==> src/rtl/wdog_pkg.sv <==
package wdog_pkg;
  localparam int CNT_W  = 12;
  localparam int WORD_W = 32;
  localparam logic [7:0] RESTART_KEY = 8'hA5;
  localparam logic [1:0] A_CTRL = 2'd0;
  localparam logic [1:0] A_MODE = 2'd1;
  localparam logic [1:0] A_STAT = 2'd2;

  typedef logic [CNT_W-1:0] cnt_t;

  typedef struct packed {
    cnt_t window;
    logic off;
    logic dbg_halt;
    logic rst_en;
    cnt_t reload;
  } mode_t;

  localparam mode_t MODE_RESET = '{window: {CNT_W{1'b1}}, off: 1'b0,
                                   dbg_halt: 1'b0, rst_en: 1'b1,
                                   reload: {CNT_W{1'b1}}};

  // Word layout: [11:0] reload, 12 rst_en, 13 dbg_halt, 14 off, [27:16] window
  function automatic mode_t mode_decode(input logic [WORD_W-1:0] w);
    mode_t m;
    logic unused_bits;
    unused_bits = ^{w[31:28], w[15]};
    m.reload   = w[11:0];
    m.rst_en   = w[12];
    m.dbg_halt = w[13];
    m.off      = w[14];
    m.window   = w[27:16];
    return m;
  endfunction

  function automatic logic [WORD_W-1:0] mode_encode(input mode_t m);
    return {4'b0, m.window, 1'b0, m.off, m.dbg_halt, m.rst_en, m.reload};
  endfunction

  function automatic logic [WORD_W-1:0] status_encode(input cnt_t c,
                                                      input logic err,
                                                      input logic exp_f);
    return {4'b0, c, 14'b0, err, exp_f};
  endfunction

  function automatic logic restart_cmd(input logic [WORD_W-1:0] w);
    logic unused_bits;
    unused_bits = ^w[23:1];
    return (w[31:24] == RESTART_KEY) && w[0];
  endfunction

  function automatic logic in_window(input cnt_t c, input cnt_t win);
    return c <= win;
  endfunction
endpackage

==> src/rtl/wdog_prescale.sv <==
module wdog_prescale #(
  parameter int DIV = 128
) (
  input  logic clk,
  input  logic rst_n,
  input  logic slck_en,
  input  logic run,
  output logic tick
);
  localparam int PW = (DIV > 2) ? $clog2(DIV) : 1;
  localparam logic [PW-1:0] LAST = PW'(DIV - 1);

  logic [PW-1:0] phase;
  logic          step_en;

  assign step_en = slck_en && run;
  assign tick    = step_en && (phase == LAST);

  always_ff @(posedge clk or negedge rst_n) begin
    if (!rst_n) begin
      phase <= '0;
    end else if (step_en) begin
      phase <= (phase == LAST) ? '0 : phase + 1'b1;
    end
  end


  tick_spacing_chk: assert property (@(posedge clk) disable iff (!rst_n)
    tick |=> !tick);


  phase_hold_chk: assert property (@(posedge clk) disable iff (!rst_n)
    !run |=> $stable(phase));
endmodule

==> src/rtl/wdog_mode_reg.sv <==
module wdog_mode_reg
  import wdog_pkg::*;
(
  input  logic              clk,
  input  logic              rst_n,
  input  logic              wr,
  input  logic [WORD_W-1:0] wdata,
  output mode_t             mode,
  output logic              take,
  output logic              locked
);
  assign take = wr && !locked;

  always_ff @(posedge clk or negedge rst_n) begin
    if (!rst_n) begin
      mode   <= MODE_RESET;
      locked <= 1'b0;
    end else if (take) begin
      mode   <= mode_decode(wdata);
      locked <= 1'b1;
    end
  end


  mode_lock_chk: assert property (@(posedge clk) disable iff (!rst_n)
    locked |=> $stable(mode) && locked);
endmodule

==> src/rtl/wdog_down_cnt.sv <==
module wdog_down_cnt #(
  parameter int W = 12,
  parameter logic [W-1:0] RST_VAL = '1
) (
  input  logic         clk,
  input  logic         rst_n,
  input  logic         tick,
  input  logic         load,
  input  logic [W-1:0] load_val,
  input  logic [W-1:0] reload,
  output logic [W-1:0] count,
  output logic         expire
);
  assign expire = tick && !load && (count == '0);

  always_ff @(posedge clk or negedge rst_n) begin
    if (!rst_n) begin
      count <= RST_VAL;
    end else if (load) begin
      count <= load_val;
    end else if (expire) begin
      count <= reload;
    end else if (tick) begin
      count <= count - 1'b1;
    end
  end


  cnt_step_chk: assert property (@(posedge clk) disable iff (!rst_n)
    (!load && !expire) |=> (count == $past(count)) || (count == $past(count) - 1'b1));


  exp_reload_chk: assert property (@(posedge clk) disable iff (!rst_n)
    expire |=> count == $past(reload));
endmodule

==> src/rtl/wdog_status.sv <==
module wdog_status (
  input  logic clk,
  input  logic rst_n,
  input  logic set_exp,
  input  logic set_err,
  input  logic clr,
  output logic exp_flag,
  output logic err_flag
);
  always_ff @(posedge clk or negedge rst_n) begin
    if (!rst_n) begin
      exp_flag <= 1'b0;
      err_flag <= 1'b0;
    end else begin
      exp_flag <= set_exp || (exp_flag && !clr);
      err_flag <= set_err || (err_flag && !clr);
    end
  end


  win_err_chk: assert property (@(posedge clk) disable iff (!rst_n)
    set_err |=> err_flag);


  rd_clear_chk: assert property (@(posedge clk) disable iff (!rst_n)
    (clr && !set_exp && !set_err) |=> !exp_flag && !err_flag);
endmodule

==> src/rtl/wdog_window.sv <==
module wdog_window
  import wdog_pkg::*;
#(
  parameter int PRESCALE = 128
) (
  input  logic              clk,
  input  logic              rst_n,
  input  logic              slck_en,
  input  logic              dbg_in,
  input  logic              wr_en,
  input  logic              rd_en,
  input  logic [1:0]        addr,
  input  logic [WORD_W-1:0] wdata,
  output logic [WORD_W-1:0] rdata,
  output logic              rst_req
);
  mode_t mode;
  logic  mode_take, mode_locked;
  logic  run, freeze, tick_w;
  logic  restart_hit, restart_ok, restart_bad;
  logic  load, expire_w;
  cnt_t  load_val, count;
  logic  exp_flag, err_flag, stat_clr;

  assign freeze      = mode.dbg_halt && dbg_in;
  assign run         = !mode.off && !freeze;
  assign restart_hit = wr_en && (addr == A_CTRL) && restart_cmd(wdata) && !mode.off;
  assign restart_ok  = restart_hit && in_window(count, mode.window);
  assign restart_bad = restart_hit && !in_window(count, mode.window);
  assign load        = mode_take || restart_ok;
  assign load_val    = mode_take ? wdata[CNT_W-1:0] : mode.reload;
  assign stat_clr    = rd_en && (addr == A_STAT);

  wdog_mode_reg u_mode (
    .clk    (clk),
    .rst_n  (rst_n),
    .wr     (wr_en && (addr == A_MODE)),
    .wdata  (wdata),
    .mode   (mode),
    .take   (mode_take),
    .locked (mode_locked)
  );

  wdog_prescale #(.DIV(PRESCALE)) u_pre (
    .clk     (clk),
    .rst_n   (rst_n),
    .slck_en (slck_en),
    .run     (run),
    .tick    (tick_w)
  );

  wdog_down_cnt #(.W(CNT_W), .RST_VAL(MODE_RESET.reload)) u_cnt (
    .clk      (clk),
    .rst_n    (rst_n),
    .tick     (tick_w),
    .load     (load),
    .load_val (load_val),
    .reload   (mode.reload),
    .count    (count),
    .expire   (expire_w)
  );

  wdog_status u_stat (
    .clk      (clk),
    .rst_n    (rst_n),
    .set_exp  (expire_w),
    .set_err  (restart_bad),
    .clr      (stat_clr),
    .exp_flag (exp_flag),
    .err_flag (err_flag)
  );

  always_ff @(posedge clk or negedge rst_n) begin
    if (!rst_n) rst_req <= 1'b0;
    else        rst_req <= expire_w && mode.rst_en;
  end

  always_comb begin
    case (addr)
      A_MODE:  rdata = mode_encode(mode);
      A_STAT:  rdata = status_encode(count, err_flag, exp_flag);
      default: rdata = '0;
    endcase
  end

  logic unused_lock;
  assign unused_lock = mode_locked;


  rst_pulse_chk: assert property (@(posedge clk) disable iff (!rst_n)
    rst_req |=> !rst_req);


  rst_gate_chk: assert property (@(posedge clk) disable iff (!rst_n)
    (expire_w && !mode.rst_en) |=> !rst_req);


  off_quiet_chk: assert property (@(posedge clk) disable iff (!rst_n)
    (mode.off && !mode_take) |=> !rst_req && $stable(count));


  frz_hold_chk: assert property (@(posedge clk) disable iff (!rst_n)
    (freeze && !load) |=> $stable(count));


  win_load_chk: assert property (@(posedge clk) disable iff (!rst_n)
    (restart_ok && !mode_take) |=> count == $past(mode.reload));
endmodule

==> config.mk <==
export PLATFORM = sky130hd
export DESIGN_NAME = wdog_window
export DESIGN_NICKNAME = d
export VERILOG_FILES = /design/src/rtl/wdog_pkg.sv /design/src/rtl/wdog_prescale.sv /design/src/rtl/wdog_mode_reg.sv /design/src/rtl/wdog_down_cnt.sv /design/src/rtl/wdog_status.sv /design/src/rtl/wdog_window.sv
export SDC_FILE = /design/constraint.sdc
export NUM_CORES = 1
export LEC_CHECK = 0
export ABC_AREA = 1
export BUFFER_PORTS_ARGS = -buffer_cell sky130_fd_sc_hd__clkbuf_2
export CORE_ASPECT_RATIO = 0.9
export CORE_MARGIN = 4
export CORE_UTILIZATION = 55
export CTS_CLUSTER_SIZE = 14
export DETAILED_ROUTE_END_ITERATION = 10
export PLACE_DENSITY = 0.82
export SLEW_MARGIN = 30
export SYNTH_ARGS = -nofsm -noshare
export SYNTH_HDL_FRONTEND = slang
export SYNTH_SLANG_ARGS = --single-unit
==> constraint.sdc <==
create_clock -name clk -period 2.01 [get_ports clk]
set_input_delay 0.201 -clock clk [delete_from_list [all_inputs] [get_ports clk]]
set_output_delay 0.201 -clock clk [all_outputs]
set_load 0.05 [all_outputs]
* Yosys cells after proc, flatten, opt, wreduce, memory -nomap -nowiden
Index checks and enable logic that the tools add are counted.
Word-level totals: latch bits 0, input port bits 40, memories 0, memory bits (read-only) 0, output and inout bits 33, RAM bits 0, register bits 50, logic and storage cells 54
Cells by class: shifts and indexed selects 0, multipliers 0, magnitude comparators 1, divide/modulo/power cells 0, reduce and logical (&&, ||, !) cells 30, muxes and demuxes 6, eq/ne operators 4, add/sub/neg operators 2, bitwise gates (word level) 0
Operators by type and width (count):
- 28-bit case mux with 2 select lines | 1
- 12-bit 2-to-1 mux | 4
- 1-bit logical AND | 18
- 12-bit <= comparator | 1
- 12-bit logical NOT | 1
- 12-bit by 1-bit subtractor with 12-bit output, second input constant | 1
- 8-bit == test, second input constant | 1
- 7-bit by 1-bit adder with 7-bit output, second input constant | 1
- 7-bit == test, second input constant | 1
- 7-bit 2-to-1 mux | 1
- 1-bit logical NOT | 6
- 1-bit logical OR | 3
- 3-bit nonzero test | 1
- 2-bit by 1-bit == test with 1-bit output, second input constant | 1
- 2-bit == test, second input constant | 1
- 2-bit logical NOT | 1

* Depth between registers and ports, before layout
Gate-level depths: netlist of run 1.
depth after elaboration 11, mapped depth 17, mapped depth without buffers 16

* Modules after synthesis
From an unflattened synthesis of run 1, not the netlist that was laid out.
Second synthesis, totals: cell total of the unflattened synthesis 517, area total of the unflattened synthesis 3654.8 sq um
By module, submodules not included:
- wdog_mode_reg | area each 1179.9 sq um, instances 1, cells an instance 122, seq. area each 732.0 sq um
- wdog_down_cnt | area each 1064.8 sq um, instances 1, cells an instance 158, seq. area each 315.3 sq um
- wdog_window | area each 963.4 sq um, instances 1, cells an instance 179, seq. area each 25.0 sq um
- wdog_prescale | area each 370.4 sq um, instances 1, cells an instance 49, seq. area each 175.2 sq um
- wdog_status | area each 76.3 sq um, instances 1, cells an instance 9, seq. area each 50.0 sq um

* Worst setup path before layout of run 1
Ideal clock, no wire load.
path kind in2out, start point in addr[0], end point out rdata[16], stages on the path 5, arrival time 2099 ps, path slack -290 ps, data required time 1809 ps, path through inv_1 > ha_1 > clkbuf_1 > nand2_1 > o21ai_0
On the way: cells in the longest elaborated chain, start to end 2, elaborated cells on any way between the ends 3, those cells by class 2 x eq/ne; 1 x mux
RTL lines:
- start, declared | line wdog_window.sv:12 | input logic [1:0] addr,
- 2-bit == test or 2-bit by 1-bit == test with 1-bit output (tied branches) | line wdog_window.sv:79 | case (addr)
- 28-bit case mux with 2 select lines * | line wdog_window.sv:79
- end, declared | line wdog_window.sv:14 | output logic [WORD_W-1:0] rdata,
Mark *: on every way between the ends. The rest lies on a longest branch, timed or not.

* Worst setup path in the final report of run 1
start point reg, netlist name u_mode.mode[18], end point reg u_cnt.count[3]
On the way: cells in the longest elaborated chain, start to end 8, elaborated cells on any way between the ends 9, those cells by class 1 x order compare; 2 x mux; 6 x reduce/logical
RTL lines:
- 12-bit <= comparator * | line wdog_pkg.sv:53 | return c <= win;
- 1-bit logical AND * | line wdog_window.sv:28 | assign restart_ok = restart_hit && in_window(count, mode.window);
- 1-bit logical OR * | line wdog_window.sv:30 | assign load = mode_take || restart_ok;
- 1-bit logical NOT | line wdog_down_cnt.sv:14 | assign expire = tick && !load && (count == '0);
- 1-bit logical AND (2 in a row) | line wdog_down_cnt.sv:14
- 12-bit 2-to-1 mux | line wdog_down_cnt.sv:21 | end else if (expire) begin
- 12-bit 2-to-1 mux | line wdog_down_cnt.sv:19 | end else if (load) begin
- end signal, assigned | line wdog_down_cnt.sv:20 | count <= load_val;
- end signal, assigned | line wdog_down_cnt.sv:22 | count <= reload;
- end signal, assigned | line wdog_down_cnt.sv:24 | count <= count - 1'b1;
- end, declared | line wdog_down_cnt.sv:11 | output logic [W-1:0] count,
Marks and branches as above. A chain may end at the register's enable or synchronous reset.

==> flow_summary.yaml, run 1 <==
synth:
  yosys.area.top_type_share_pct: 29.7
  synth_cells: 441
  synth_ff_type: "sky130_fd_sc_hd__dfstp_2"
  syn_avg_cell_area_um2: 7.43
  synth.largest_area_cell: "sky130_fd_sc_hd__dfstp_2"
  ys.warnings.count: 0
  syn-cell-area_mm2: 0.00328
  yosys.cell_types.count: 30
  synth_seq_area_share_pct: 39.6
  async_reset_ff_share_pct: 100
  yosys_register_bits: 50
  synth_edf_count: 0
  ys_top_cells_by_area: "sky130_fd_sc_hd__dfstp_2, sky130_fd_sc_hd__nand2_1, sky130_fd_sc_hd__dfrtp_1, sky130_fd_sc_hd__inv_1, sky130_fd_sc_hd__ha_1"
power:
  power_per_cell_area_mw_per_mm2: 436
  power.static_leakage_nw: 2.29
  peakVddDrop_uv: 360
sta:
  finalHoldViolCount: 8
  postLayoutSetupSlackWorst_ns: 0.0263
  rsz0062_at_grt: "true"
  minimum_clock_period_ns: 1.98
  worst_hold_slack_ns: -0.0180
  worstMarginPinSlew_ns: 0.619
  fin_worst_skew_ns: 0.00754
  setup_viol: 0
  timing.max_slew.rel_slack_pct: 58.7
  timing.final.crit_share_pct: 98.7
  slew_violations: 0
  fmax_mhz: 504
critical_path:
  critical_path.startpoint_type: "register"
  maximum_fanout_along_the_worst_path: 7
  critical_path.reg2reg.endpoint: "u_cnt.count[3]"
  cp_data_required_time_ns: 2.26
  reg2reg_depth: 15
  worstPathCellList: "inv_1, ha_4, nand2_1, inv_1, nand2_1, nand2_1, nand2_1, nand3_2, nand2_2, nand2_4, nand3_2, buf_6, nor2_1, nand2_1, nand2_1"
  worstPathArrival_ns: 2.23
  path_depth: 15
  critical_path_class: "register to register"
  r2r_setup_slk_ns: 0.03
  slowest_delay_ns: 0.52
  worst_path_most_repeated_cell: "sky130_fd_sc_hd__nand2_1"
  timing.critical_path.buf_inv: 3
  timing.rr.start: "u_mode.mode[18]"
  timing.critical_path.to_type: "register"
  cp_slowest_cell: "sky130_fd_sc_hd__dfstp_2"
  timing.critical_path.max_delay_family: "simple AND/OR/NAND/NOR gates"
detailed_routing:
  drt.antenna.violating_nets: 0
  firstDrtPassIters: 8
  route.final.wire_length_um: 9520
  detailroute.via_count: 3274
  detailedRoute.firstIterationViolations: 227
  detail_route.vias_per_cell: 5.47
  remaining_drc_errors: 0
  wl_per_instance_um: 15.9
floorplan:
  start_util_pct: 57.2
  coreArea_mm2: 0.00573
  floorplan.die_area_mm2: 0.00726
  die-height_um: 81.2
  pin_count: 73
  core.rowCount: 26
  die_extent_in_x_um: 89.4
run_status:
  outcome: "finished, violations left"
  violations: "negative hold slack"
placement:
  hpwl_um: 6760
  io_buffers: 66
  routabilityCongestion: 0.928
  post-place-ws_ns: -0.0544
clock_tree:
  total_clock_buffers_created_by_cts: 5
  clk_pin_slew_ns: 0.10
  ctsHtreeMaxLevel: 2
  cts.sink_count: 50
  max-clock-path-buffers: 2
  cts_root_buffer: "sky130_fd_sc_hd__clkbuf_8"
  tritoncts: "yes"
  clock_latency_ns: 0.30
job:
  maxCapViolations: 0
global_routing:
  grt_antenna_before_repair: 0
  grt_overflow: 0
  vias_in_the_first_global_route: 3106
  global_route.usage.total_pct: 25.5
  grt_max_degree: 51
  grt_first_pass_wirelength_um: 14400
cells_and_area:
  insertedDiodeCount: 0
  drive_gt1_share_pct: 35.4
  layout.nets: 584
  layout.core_utilization_pct: 76.6
  flow.area_growth_from_synthesis_pct: 33.9
hold_path:
  hp-class: "primary input to asynchronous set/reset pin"
-- sequential cells by signal, summed over array words and instances (netlist names) --
register and cells:
rst_req 1, u_mode.locked 1, u_pre.phase 7, u_mode.mode 27, u_stat.err_flag 1, u_stat.exp_flag 1
u_cnt.count 12
-- report_power, final --
| group | internal (mW) | switching, mW | total, mW |
|---|---|---|---|
| Sequential | 1.01 | 0 | 1.01 |
| Clock | 0.247 | 0.338 | 0.585 |
| Combinational | 0.122 | 0.196 | 0.317 |
| Total | 1.38 | 0.533 | 1.91 |
-- synthesized netlist by cell type (2+ instances only) --
master and count:
sky130_fd_sc_hd__nor2_2 4, sky130_fd_sc_hd__nand3_2 4, sky130_fd_sc_hd__o22ai_1 7, sky130_fd_sc_hd__o21ai_0 36, sky130_fd_sc_hd__nand2_1 117, sky130_fd_sc_hd__inv_2 2
sky130_fd_sc_hd__nor2_4 3, sky130_fd_sc_hd__clkbuf_1 6, sky130_fd_sc_hd__dfrtp_1 13, sky130_fd_sc_hd__buf_4 6, sky130_fd_sc_hd__xor2_1 8, sky130_fd_sc_hd__nand2_2 5
sky130_fd_sc_hd__nor2_1 38, sky130_fd_sc_hd__dfstp_2 37, sky130_fd_sc_hd__nand4_1 18, sky130_fd_sc_hd__buf_2 6, sky130_fd_sc_hd__inv_1 66, sky130_fd_sc_hd__ha_1 17
sky130_fd_sc_hd__nand2_4 2, sky130_fd_sc_hd__nor3_2 3, sky130_fd_sc_hd__a21oi_1 7, sky130_fd_sc_hd__nand3_1 28
-- worst reg2reg max path, stage by stage, from the launching register on --
cell,delay [ns]
sky130_fd_sc_hd__dfstp_2,0.52
sky130_fd_sc_hd__inv_1,0.08
sky130_fd_sc_hd__ha_4,0.28
sky130_fd_sc_hd__nand2_1,0.05
sky130_fd_sc_hd__inv_1,0.07
sky130_fd_sc_hd__nand2_1,0.07
sky130_fd_sc_hd__nand2_1,0.07
sky130_fd_sc_hd__nand2_1,0.06
sky130_fd_sc_hd__nand3_2,0.07
sky130_fd_sc_hd__nand2_2,0.06
sky130_fd_sc_hd__nand2_4,0.15
sky130_fd_sc_hd__nand3_2,0.10
sky130_fd_sc_hd__buf_6,0.15
sky130_fd_sc_hd__nor2_1,0.10
sky130_fd_sc_hd__nand2_1,0.05
sky130_fd_sc_hd__nand2_1,0.06
-- layout make-up --
cell class | count | area [um^2]
clock buffer | 7 | 76.3
timing repair buffer | 94 | 863
tap | 70 | 87.6
multi-input combinational | 307 | 1800
clock inverter | 1 | 7.51
fill | 389 | 1340
sequential | 50 | 1300
inverter | 69 | 259
-- cells in the final DEF (no fill, tap or decap), types with 7 or more instances in the layout --
cell / Yosys / final
sky130_fd_sc_hd__nor2_1: 38 / 35
sky130_fd_sc_hd__clkbuf_2: 0 / 45
sky130_fd_sc_hd__ha_4: 0 / 10
sky130_fd_sc_hd__buf_4: 6 / 26
sky130_fd_sc_hd__inv_1: 66 / 56
sky130_fd_sc_hd__dfstp_2: 37 / 37
sky130_fd_sc_hd__inv_2: 2 / 12
sky130_fd_sc_hd__o22ai_1: 7 / 7
sky130_fd_sc_hd__buf_12: 0 / 21
sky130_fd_sc_hd__nand2_2: 5 / 7
sky130_fd_sc_hd__nand3_1: 28 / 27
sky130_fd_sc_hd__nand4_1: 18 / 18
sky130_fd_sc_hd__a21oi_1: 7 / 7
sky130_fd_sc_hd__nand2_1: 117 / 115
sky130_fd_sc_hd__xor2_1: 8 / 8
sky130_fd_sc_hd__ha_1: 17 / 7
sky130_fd_sc_hd__o21ai_0: 36 / 35
sky130_fd_sc_hd__dfrtp_1: 13 / 13
-- repair_timing --
action,in CTS,in global routing
pin swaps,1,14
hold buffers,0,0
setup buffers,0,2
endpoints found under the hold margin,0,0
gates resized for setup,3,29
endpoints found under the setup margin,11,12
-- worst max path at each step --
stage | start | endpoint | slack, ns
finish | u_mode.mode[18] | u_cnt.count[3] | 0.03
CTS | u_mode.mode[25] | u_cnt.count[9] | 0.002
floorplan | addr[0] | rdata[20] | 0.03
global route | u_mode.mode[24] | u_cnt.count[9] | -0.05
detailed placement | u_mode.mode[24] | u_cnt.count[6] | -0.05
global placement | u_mode.mode[24] | u_cnt.count[2] | 0.02
-- metrics by stage --
step           cells  power (mW)  instance area [um^2]  TNS, ns
2_1_floorplan    445        1.18                  3290        0
3_3_place_gp     588        1.34                  4110        0
3_5_place_dp     588        1.34                  4110   -0.223
4_1_cts          596        1.92                  4220        0
5_1_grt          598        1.97                  4390   -0.437
6_report         598        1.91                  4390        0
-- per-layer routing --
layer,share of wire [%],GRT usage (%),vias to the layer above
met4,1.7,7.29,0
met3,8.4,4.46,18
met2,47,41.4,163
li1,-,-,1561
met5,0,0,-
met1,43,35.0,1532
-- logic make-up after synthesis --
logic type	after synthesis	share of synthesized area, %
and+or+nand+nor	224	31.8
xor gates and xnor gates	9	2.41
DFF	50	39.6
other	1	0.114
AOI/OAI and AO/OA	52	8.32
adders and majority gates	17	6.49
buffers and inverters	88	11.2
Power figures use the tool's default switching activity.
==> run 2: changes to the inputs <==
--- a/config.mk
+++ b/config.mk
@@ -5,14 +5,14 @@
 export SDC_FILE = /design/constraint.sdc
 export NUM_CORES = 1
 export LEC_CHECK = 0
-export ABC_AREA = 1
+export ABC_AREA = 0
 export BUFFER_PORTS_ARGS = -buffer_cell sky130_fd_sc_hd__clkbuf_2
 export CORE_ASPECT_RATIO = 0.9
 export CORE_MARGIN = 4
-export CORE_UTILIZATION = 55
-export CTS_CLUSTER_SIZE = 14
+export CORE_UTILIZATION = 54
+export CTS_CLUSTER_SIZE = 16
 export DETAILED_ROUTE_END_ITERATION = 10
-export PLACE_DENSITY = 0.82
+export PLACE_DENSITY = 0.81
 export SLEW_MARGIN = 30
 export SYNTH_ARGS = -nofsm -noshare
 export SYNTH_HDL_FRONTEND = slang
==> run 2 against run 1 <==
Effect of this change: register-to-register slack got worse by 0.43 ns; area after synthesis is 6.7% lower; design area decreased by 3.5%; critical path type unchanged; non-clock buffer count up 23; highest routed layer unchanged; the run ends with negative setup slack left; sequential share of layout area is 1.1 points higher; global-route usage is 1.1 points higher.
==> flow_summary.yaml, run 2 <==
synth:
  yosys.cell_types.count: 51
  synth_ff_type: "sky130_fd_sc_hd__dfstp_2"
  synth_simple_gate_area_share_pct: 15.3
  synth.largest_area_cell: "sky130_fd_sc_hd__dfstp_2"
  synth_compound_gate_area_share_pct: 11.5
  syn_avg_cell_area_um2: 10.4
  yosys.area.top_type_share_pct: 31.8
  async_reset_ff_share_pct: 100
  synthXorXnorAreaFrac_pct: 1.15
  syn-cell-area_mm2: 0.00306
  synth_edf_count: 0
  yosys_register_bits: 50
  ys.warnings.count: 0
  synth_fa_ha_area_share_pct: 6.96
  synth_seq_area_share_pct: 42.4
  synth_top_cells_by_count: "sky130_fd_sc_hd__dfstp_2, sky130_fd_sc_hd__mux2_2, sky130_fd_sc_hd__inv_1"
  ys_top_cells_by_area: "sky130_fd_sc_hd__dfstp_2, sky130_fd_sc_hd__mux2_2, sky130_fd_sc_hd__dfrtp_1, sky130_fd_sc_hd__ha_1, sky130_fd_sc_hd__a22o_1"
  largest_family_of_logic_cells_by_synthesized_area: "multiplexers"
  synth_cells: 295
  post_synth_mux_area_share_pct: 15.9
detailed_routing:
  detailroute.via_count: 2926
  firstDrtPassIters: 5
  wl_per_instance_um: 19.8
  detailedRoute.firstIterationViolations: 215
  route.final.wire_length_um: 9400
  remaining_drc_errors: 0
  drt.antenna.violating_nets: 0
  detail_route.vias_per_cell: 6.17
sta:
  slew_violations: 0
  timing.final.crit_share_pct: 120
  setup_viol: 15
  postLayoutSetupSlackWorst_ns: -0.406
  rsz0062_at_grt: "true"
  fin_worst_skew_ns: 0.00756
  minimum_clock_period_ns: 2.42
  finalHoldViolCount: 0
  fmax_mhz: 414
  worst_hold_slack_ns: 0.115
  timing.max_slew.rel_slack_pct: 64.8
  worstMarginPinSlew_ns: 0.528
placement:
  cell_count_after_placement: 461
  hpwl_um: 6150
  dpl_cell_area_mm2: 0.00393
  io_buffers: 66
  routabilityCongestion: 0.845
job:
  maxCapViolations: 0
run_status:
  violations: "negative setup slack"
  outcome: "finished, violations left"
critical_path:
  critical_path.startpoint_type: "register"
  cp_data_required_time_ns: 2.25
  worstPathArrival_ns: 2.66
  critical_path_class: "register to register"
  timing.critical_path.to_type: "register"
  maximum_fanout_along_the_worst_path: 7
clock_tree:
  max-clock-path-buffers: 2
  total_clock_buffers_created_by_cts: 5
  clock_latency_ns: 0.32
  tritoncts: "yes"
  cts.sink_count: 50
  ctsHtreeMaxLevel: 2
  cts_root_buffer: "sky130_fd_sc_hd__clkbuf_8"
  clk_pin_slew_ns: 0.09
cells_and_area:
  mostFrequentLayoutCell: "sky130_fd_sc_hd__clkbuf_2"
  layout_common_cells: "sky130_fd_sc_hd__clkbuf_2, sky130_fd_sc_hd__buf_4, sky130_fd_sc_hd__dfstp_2"
  post_layout_nonfiller_instances: 474
  flow.area_growth_from_synthesis_pct: 38.5
  final_area_mm2: 0.00424
  layout_top_registers: "u_mode.mode x27, u_cnt.count x12, u_pre.phase x7"
  drive_gt1_share_pct: 55.5
  insertedDiodeCount: 0
  layout.nets: 463
  number_of_flip_flops_in_the_largest_register: 27
  registers.top_by_ff_count: "u_mode.mode"
floorplan:
  coreArea_mm2: 0.00538
  die-height_um: 79.4
  pin_count: 73
  die_extent_in_x_um: 87.3
  core.rowCount: 25
  start_util_pct: 56.8
  floorplan.die_area_mm2: 0.00693
global_routing:
  vias_in_the_first_global_route: 2895
  global_route.usage.total_pct: 26.6
  grt_first_pass_wirelength_um: 14300
  grt_overflow: 0
  grt_max_degree: 32
  grt_antenna_before_repair: 0
hold_path:
  hp-class: "primary input to register"
power:
  power_frac_comb_pct: 41.0
  power.switching_mw: 1.34
  internal-power_mw: 2.47
  clockPowerShare_pct: 18.3
  power.static_leakage_nw: 2.01
  part_of_the_total_power_dissipated_in_sequential_elements_pct: 40.7
  sw_frac_of_total_pct: 35.2
  peakVddDrop_uv: 761
  power_per_cell_area_mw_per_mm2: 901
-- run 2: cell types whose count changed after synthesis, moves of 5 or more --
cell and delta:
sky130_fd_sc_hd__nand2_2 -5, sky130_fd_sc_hd__and3_1 +14, sky130_fd_sc_hd__buf_2 -6, sky130_fd_sc_hd__nor2_1 -19, sky130_fd_sc_hd__o21ai_0 -27, sky130_fd_sc_hd__nand3_1 -22, sky130_fd_sc_hd__xor2_1 -6, sky130_fd_sc_hd__mux2_2 +37
sky130_fd_sc_hd__inv_1 -40, sky130_fd_sc_hd__nand4_1 -14, sky130_fd_sc_hd__nand2_1 -102, sky130_fd_sc_hd__a22o_1 +13, sky130_fd_sc_hd__mux2i_1 +7
-- run 2: critical path, cell delays in order, from the launching register on --
cell and delay [ns]:
sky130_fd_sc_hd__dfstp_2 0.55, sky130_fd_sc_hd__inv_1 0.05, sky130_fd_sc_hd__ha_1 0.32, sky130_fd_sc_hd__nand4_1 0.25, sky130_fd_sc_hd__a211o_1 0.40, sky130_fd_sc_hd__a31oi_4 0.19, sky130_fd_sc_hd__o21ai_2 0.11, sky130_fd_sc_hd__buf_6 0.16
sky130_fd_sc_hd__mux2_4 0.30
-- run 2: timing repair --
item,CTS,global route
hold buffers,1,0
setup endpoints to repair,14,14
pin swaps,2,5
buffers inserted,0,3
resized for setup,19,14
hold endpoints to repair,10,0
cloned,1,0
-- run 2: routing by layer --
metal | track usage [%] | wire [um] | up-vias
li1 | - | - | 1274
met2 | 45.0 | 4650 | 163
met3 | 4.44 | 670 | 43
met1 | 33.8 | 3730 | 1446
met5 | 0 | 0 | -
met4 | 10.1 | 351 | 0
-- run 2: power by group through the flow --
stage	clock network, mW	registers, mW	logic [mW]
floorplan	0	1.52	0.768
global placement	0	1.53	1.26
detailed placement	0	1.54	1.34
CTS	0.698	1.53	1.42
global route	0.746	1.58	1.69
finish	0.698	1.55	1.57
-- run 2: through the flow --
stage | TNS, ns | util, % | worst slack [ns] | power (mW)
2_1_floorplan | -3.02 | - | -0.371 | 2.29
3_5_place_dp | -3.60 | 73.0 | -0.390 | 2.88
5_1_grt | -5.58 | 78.7 | -0.420 | 4.02
6_report | -5.12 | 78.7 | -0.406 | 3.82
4_1_cts | -3.21 | 76.9 | -0.350 | 3.65
3_3_place_gp | -2.84 | 73.0 | -0.292 | 2.79
-- run 2: path summary, 6_finish.rpt --
path / from / end / slack (ns) / cells after the start
setup reg to reg: u_mode.mode[26] / u_cnt.count[7] / -0.41 / 8
hold reg to reg: u_mode.locked / u_mode.locked / 0.47 / 1
hold / removal: wdata[18] / u_mode.mode[17] / 0.11 / 2
setup / recovery: u_mode.mode[26] / u_cnt.count[7] / -0.41 / 8
max in group asynchronous: rst_n / u_cnt.count[1] / 1.00 / 3
min in group asynchronous: rst_n / u_pre.phase[4] / 0.39 / 2
-- run 2: cell families after synthesis --
kind of cell    after synthesis
simple gates                 85
compound gates               50
flops                        50
mux                          44
buf+inv                      44
fa+ha+maj                    17
xor+xnor                      4
other cells                   1
-- run 2: area by class of cell --
type / instances / area (um^2)
clock buffers: 8 / 110
fillers: 330 / 1140
inverters: 26 / 97.6
multi-input cells: 206 / 1730
flip-flops and latches: 50 / 1300
well taps: 67 / 83.8
repair buffers: 117 / 917
==> run 3: changes to the inputs <==
--- a/config.mk
+++ b/config.mk
@@ -9,10 +9,11 @@
 export BUFFER_PORTS_ARGS = -buffer_cell sky130_fd_sc_hd__clkbuf_2
 export CORE_ASPECT_RATIO = 0.9
 export CORE_MARGIN = 4
-export CORE_UTILIZATION = 54
+export CORE_UTILIZATION = 56
+export CTS_BUF_LIST = sky130_fd_sc_hd__clkbuf_8
 export CTS_CLUSTER_SIZE = 16
 export DETAILED_ROUTE_END_ITERATION = 10
-export PLACE_DENSITY = 0.81
+export PLACE_DENSITY = 0.84
 export SLEW_MARGIN = 30
 export SYNTH_ARGS = -nofsm -noshare
 export SYNTH_HDL_FRONTEND = slang
==> run 3 against run 2 <==
Effect of this change: the flow still finishes with violations (negative setup slack); worst setup slack better by 0.0021 ns; register-to-register slack about the same; combinational power about the same; hold slack better by 0.0020 ns; final cell count up 0.63%; sequential share of layout area up 0.24 points; via count up 0.21%; die area down 3.2%; critical path depth down 1; core utilization up 0.78 points; sequential power about the same; total power down 1.5%; largest cell class unchanged.
==> flow_summary.yaml, run 3 (synthesis results as in run 2) <==
run_status:
  outcome: "finished, violations left"
  violations: "negative setup slack"
critical_path:
  timing.critical_path.max_delay_family: "simple AND/OR/NAND/NOR gates"
  cp_data_required_time_ns: 2.28
  timing.critical_path.buf_inv: 1
  worstPathCellList: "or3_4, or4_4, or4_4, buf_6, a21oi_2, a2bb2oi_1, mux2_4"
  critical_path_class: "register to register"
  worst_path_most_repeated_cell: "sky130_fd_sc_hd__or4_4"
  slowest_delay_ns: 0.52
  critical_path.startpoint_type: "register"
  worstPathArrival_ns: 2.68
  maximum_fanout_along_the_worst_path: 6
  timing.critical_path.to_type: "register"
  cp_slowest_cell: "sky130_fd_sc_hd__or4_4"
cells_and_area:
  number_of_flip_flops_in_the_largest_register: 27
  drive_gt1_share_pct: 54.9
  registers.top_by_ff_count: "u_mode.mode"
  flow.area_growth_from_synthesis_pct: 37.4
  fillerInstances: 299
  insertedDiodeCount: 0
  layout_top_registers: "u_mode.mode x27, u_cnt.count x12, u_pre.phase x7"
  mostFrequentLayoutCell: "sky130_fd_sc_hd__clkbuf_2"
  layout.nets: 466
  layout_common_cells: "sky130_fd_sc_hd__clkbuf_2, sky130_fd_sc_hd__buf_4, sky130_fd_sc_hd__dfstp_2"
  multi_input_comb_area_mm2: 0.00172
  final-seq-area_mm2: 0.00130
  layout.core_utilization_pct: 79.5
floorplan:
  start_util_pct: 57.8
  pin_count: 73
  coreArea_mm2: 0.00529
  die-height_um: 78.1
  die_extent_in_x_um: 85.9
  core.rowCount: 25
  floorplan.die_area_mm2: 0.00671
power:
  internal-power_mw: 2.39
  finalPower_mw: 3.76
  power.static_leakage_nw: 2.00
  power_frac_comb_pct: 42.2
  power.switching_mw: 1.37
  power_per_cell_area_mw_per_mm2: 894
  part_of_the_total_power_dissipated_in_sequential_elements_pct: 41.4
  clockPowerShare_pct: 16.4
  sw_frac_of_total_pct: 36.5
  peakVddDrop_uv: 588
hold_path:
  hp-class: "primary input to register"
job:
  maxCapViolations: 0
clock_tree:
  cts_root_buffer: "sky130_fd_sc_hd__clkbuf_8"
  clk_pin_slew_ns: 0.10
  max-clock-path-buffers: 2
  cts.sink_count: 50
  ctsHtreeMaxLevel: 2
  total_clock_buffers_created_by_cts: 5
  clock_latency_ns: 0.32
  tritoncts: "yes"
sta:
  worstMarginPinSlew_ns: 0.580
  slew_violations: 0
  setup_viol: 15
  postLayoutSetupSlackWorst_ns: -0.404
  timing.final.crit_share_pct: 120
  minimum_clock_period_ns: 2.41
  timing.max_slew.rel_slack_pct: 61.3
  rsz0062_at_grt: "true"
  finalHoldViolCount: 0
  fmax_mhz: 414
  fin_worst_skew_ns: 0.0123
global_routing:
  grt_first_pass_wirelength_um: 14300
  global_route.usage.total_pct: 27.2
  grt_max_degree: 33
  grt_overflow: 0
  grt_antenna_before_repair: 0
  vias_in_the_first_global_route: 3026
placement:
  routabilityCongestion: 0.882
  hpwl_um: 5900
  io_buffers: 66
detailed_routing:
  drt.antenna.violating_nets: 0
  detail_route.vias_per_cell: 6.15
  remaining_drc_errors: 0
  wl_per_instance_um: 19.8
  route.final.wire_length_um: 9460
  firstDrtPassIters: 6
  detailroute.via_count: 2932
  detailedRoute.firstIterationViolations: 300
run 3: changes by cell type in the layout (fill, tap and decap cells not counted), moves of 2 or more:
cell / change
sky130_fd_sc_hd__o21ai_2: -2
sky130_fd_sc_hd__buf_12: -2
sky130_fd_sc_hd__mux2_2: +4
sky130_fd_sc_hd__inv_1: +2
sky130_fd_sc_hd__buf_6: +2
sky130_fd_sc_hd__clkbuf_8: -2
sky130_fd_sc_hd__mux2_4: -4
sky130_fd_sc_hd__o21ai_1: +2
sky130_fd_sc_hd__clkbuf_2: +2
run 3: worst paths after layout:
kind | from | to | slack [ns] | cells after the start
worst max-delay path | u_cnt.count[6] | u_cnt.count[9] | -0.40 | 7
worst min register to register | u_mode.locked | u_mode.locked | 0.46 | 1
max in group asynchronous | rst_n | u_mode.mode[15] | 1.00 | 3
worst min-delay path | wdata[20] | u_mode.mode[19] | 0.12 | 2
min in group asynchronous | rst_n | u_pre.phase[3] | 0.38 | 2
worst max register to register | u_cnt.count[6] | u_cnt.count[9] | -0.40 | 7
run 3: timing repair:
item,CTS,global route
setup buffers,2,3
gates cloned,1,0
hold buffers,1,0
pin swaps,8,4
gates resized for setup,20,13
endpoints found under the hold margin,9,0
setup endpoints to repair,14,15
run 3: layer usage:
metal | track usage, % | wire, um | part of all wire [%]
met1 | 32.1 | 3600 | 38
met2 | 45.8 | 4600 | 49
met3 | 5.04 | 738 | 7.8
met4 | 16.0 | 511 | 5.4
met5 | 0 | 0 | 0
run 3: area by class of cell:
cell class / count / share of cell area (%)
Clock buffer: 6 / 1.96
Clock inverter: 2 / 0.179
Inverter: 26 / 2.32
Multi-Input combinational cell: 206 / 40.8
Sequential cell: 50 / 30.9
Tap cell: 67 / 1.99
Timing Repair Buffer: 120 / 21.8
run 3: through the flow:
stage	std cells	area [um^2]	worst slack, ns	hold slack, ns	TNS, ns
3_5_place_dp	462	3910	-0.365	0.201	-3.87
5_1_grt	477	4200	-0.463	0.116	-5.89
2_1_floorplan	299	3090	-0.371	-0.0946	-3.02
3_3_place_gp	462	3910	-0.298	0.185	-2.84
4_1_cts	474	4120	-0.326	0.109	-3.16
6_report	477	4200	-0.404	0.117	-4.94
run 3: power groups by stage:
| stage | clock network (mW) | registers, mW | logic, mW |
|---|---|---|---|
| after floorplan | 0 | 1.52 | 0.768 |
| after global placement | 0 | 1.52 | 1.25 |
| after detailed placement | 0 | 1.54 | 1.32 |
| after CTS | 0.618 | 1.53 | 1.43 |
| after global routing | 0.667 | 1.57 | 1.70 |
| final | 0.617 | 1.56 | 1.59 |
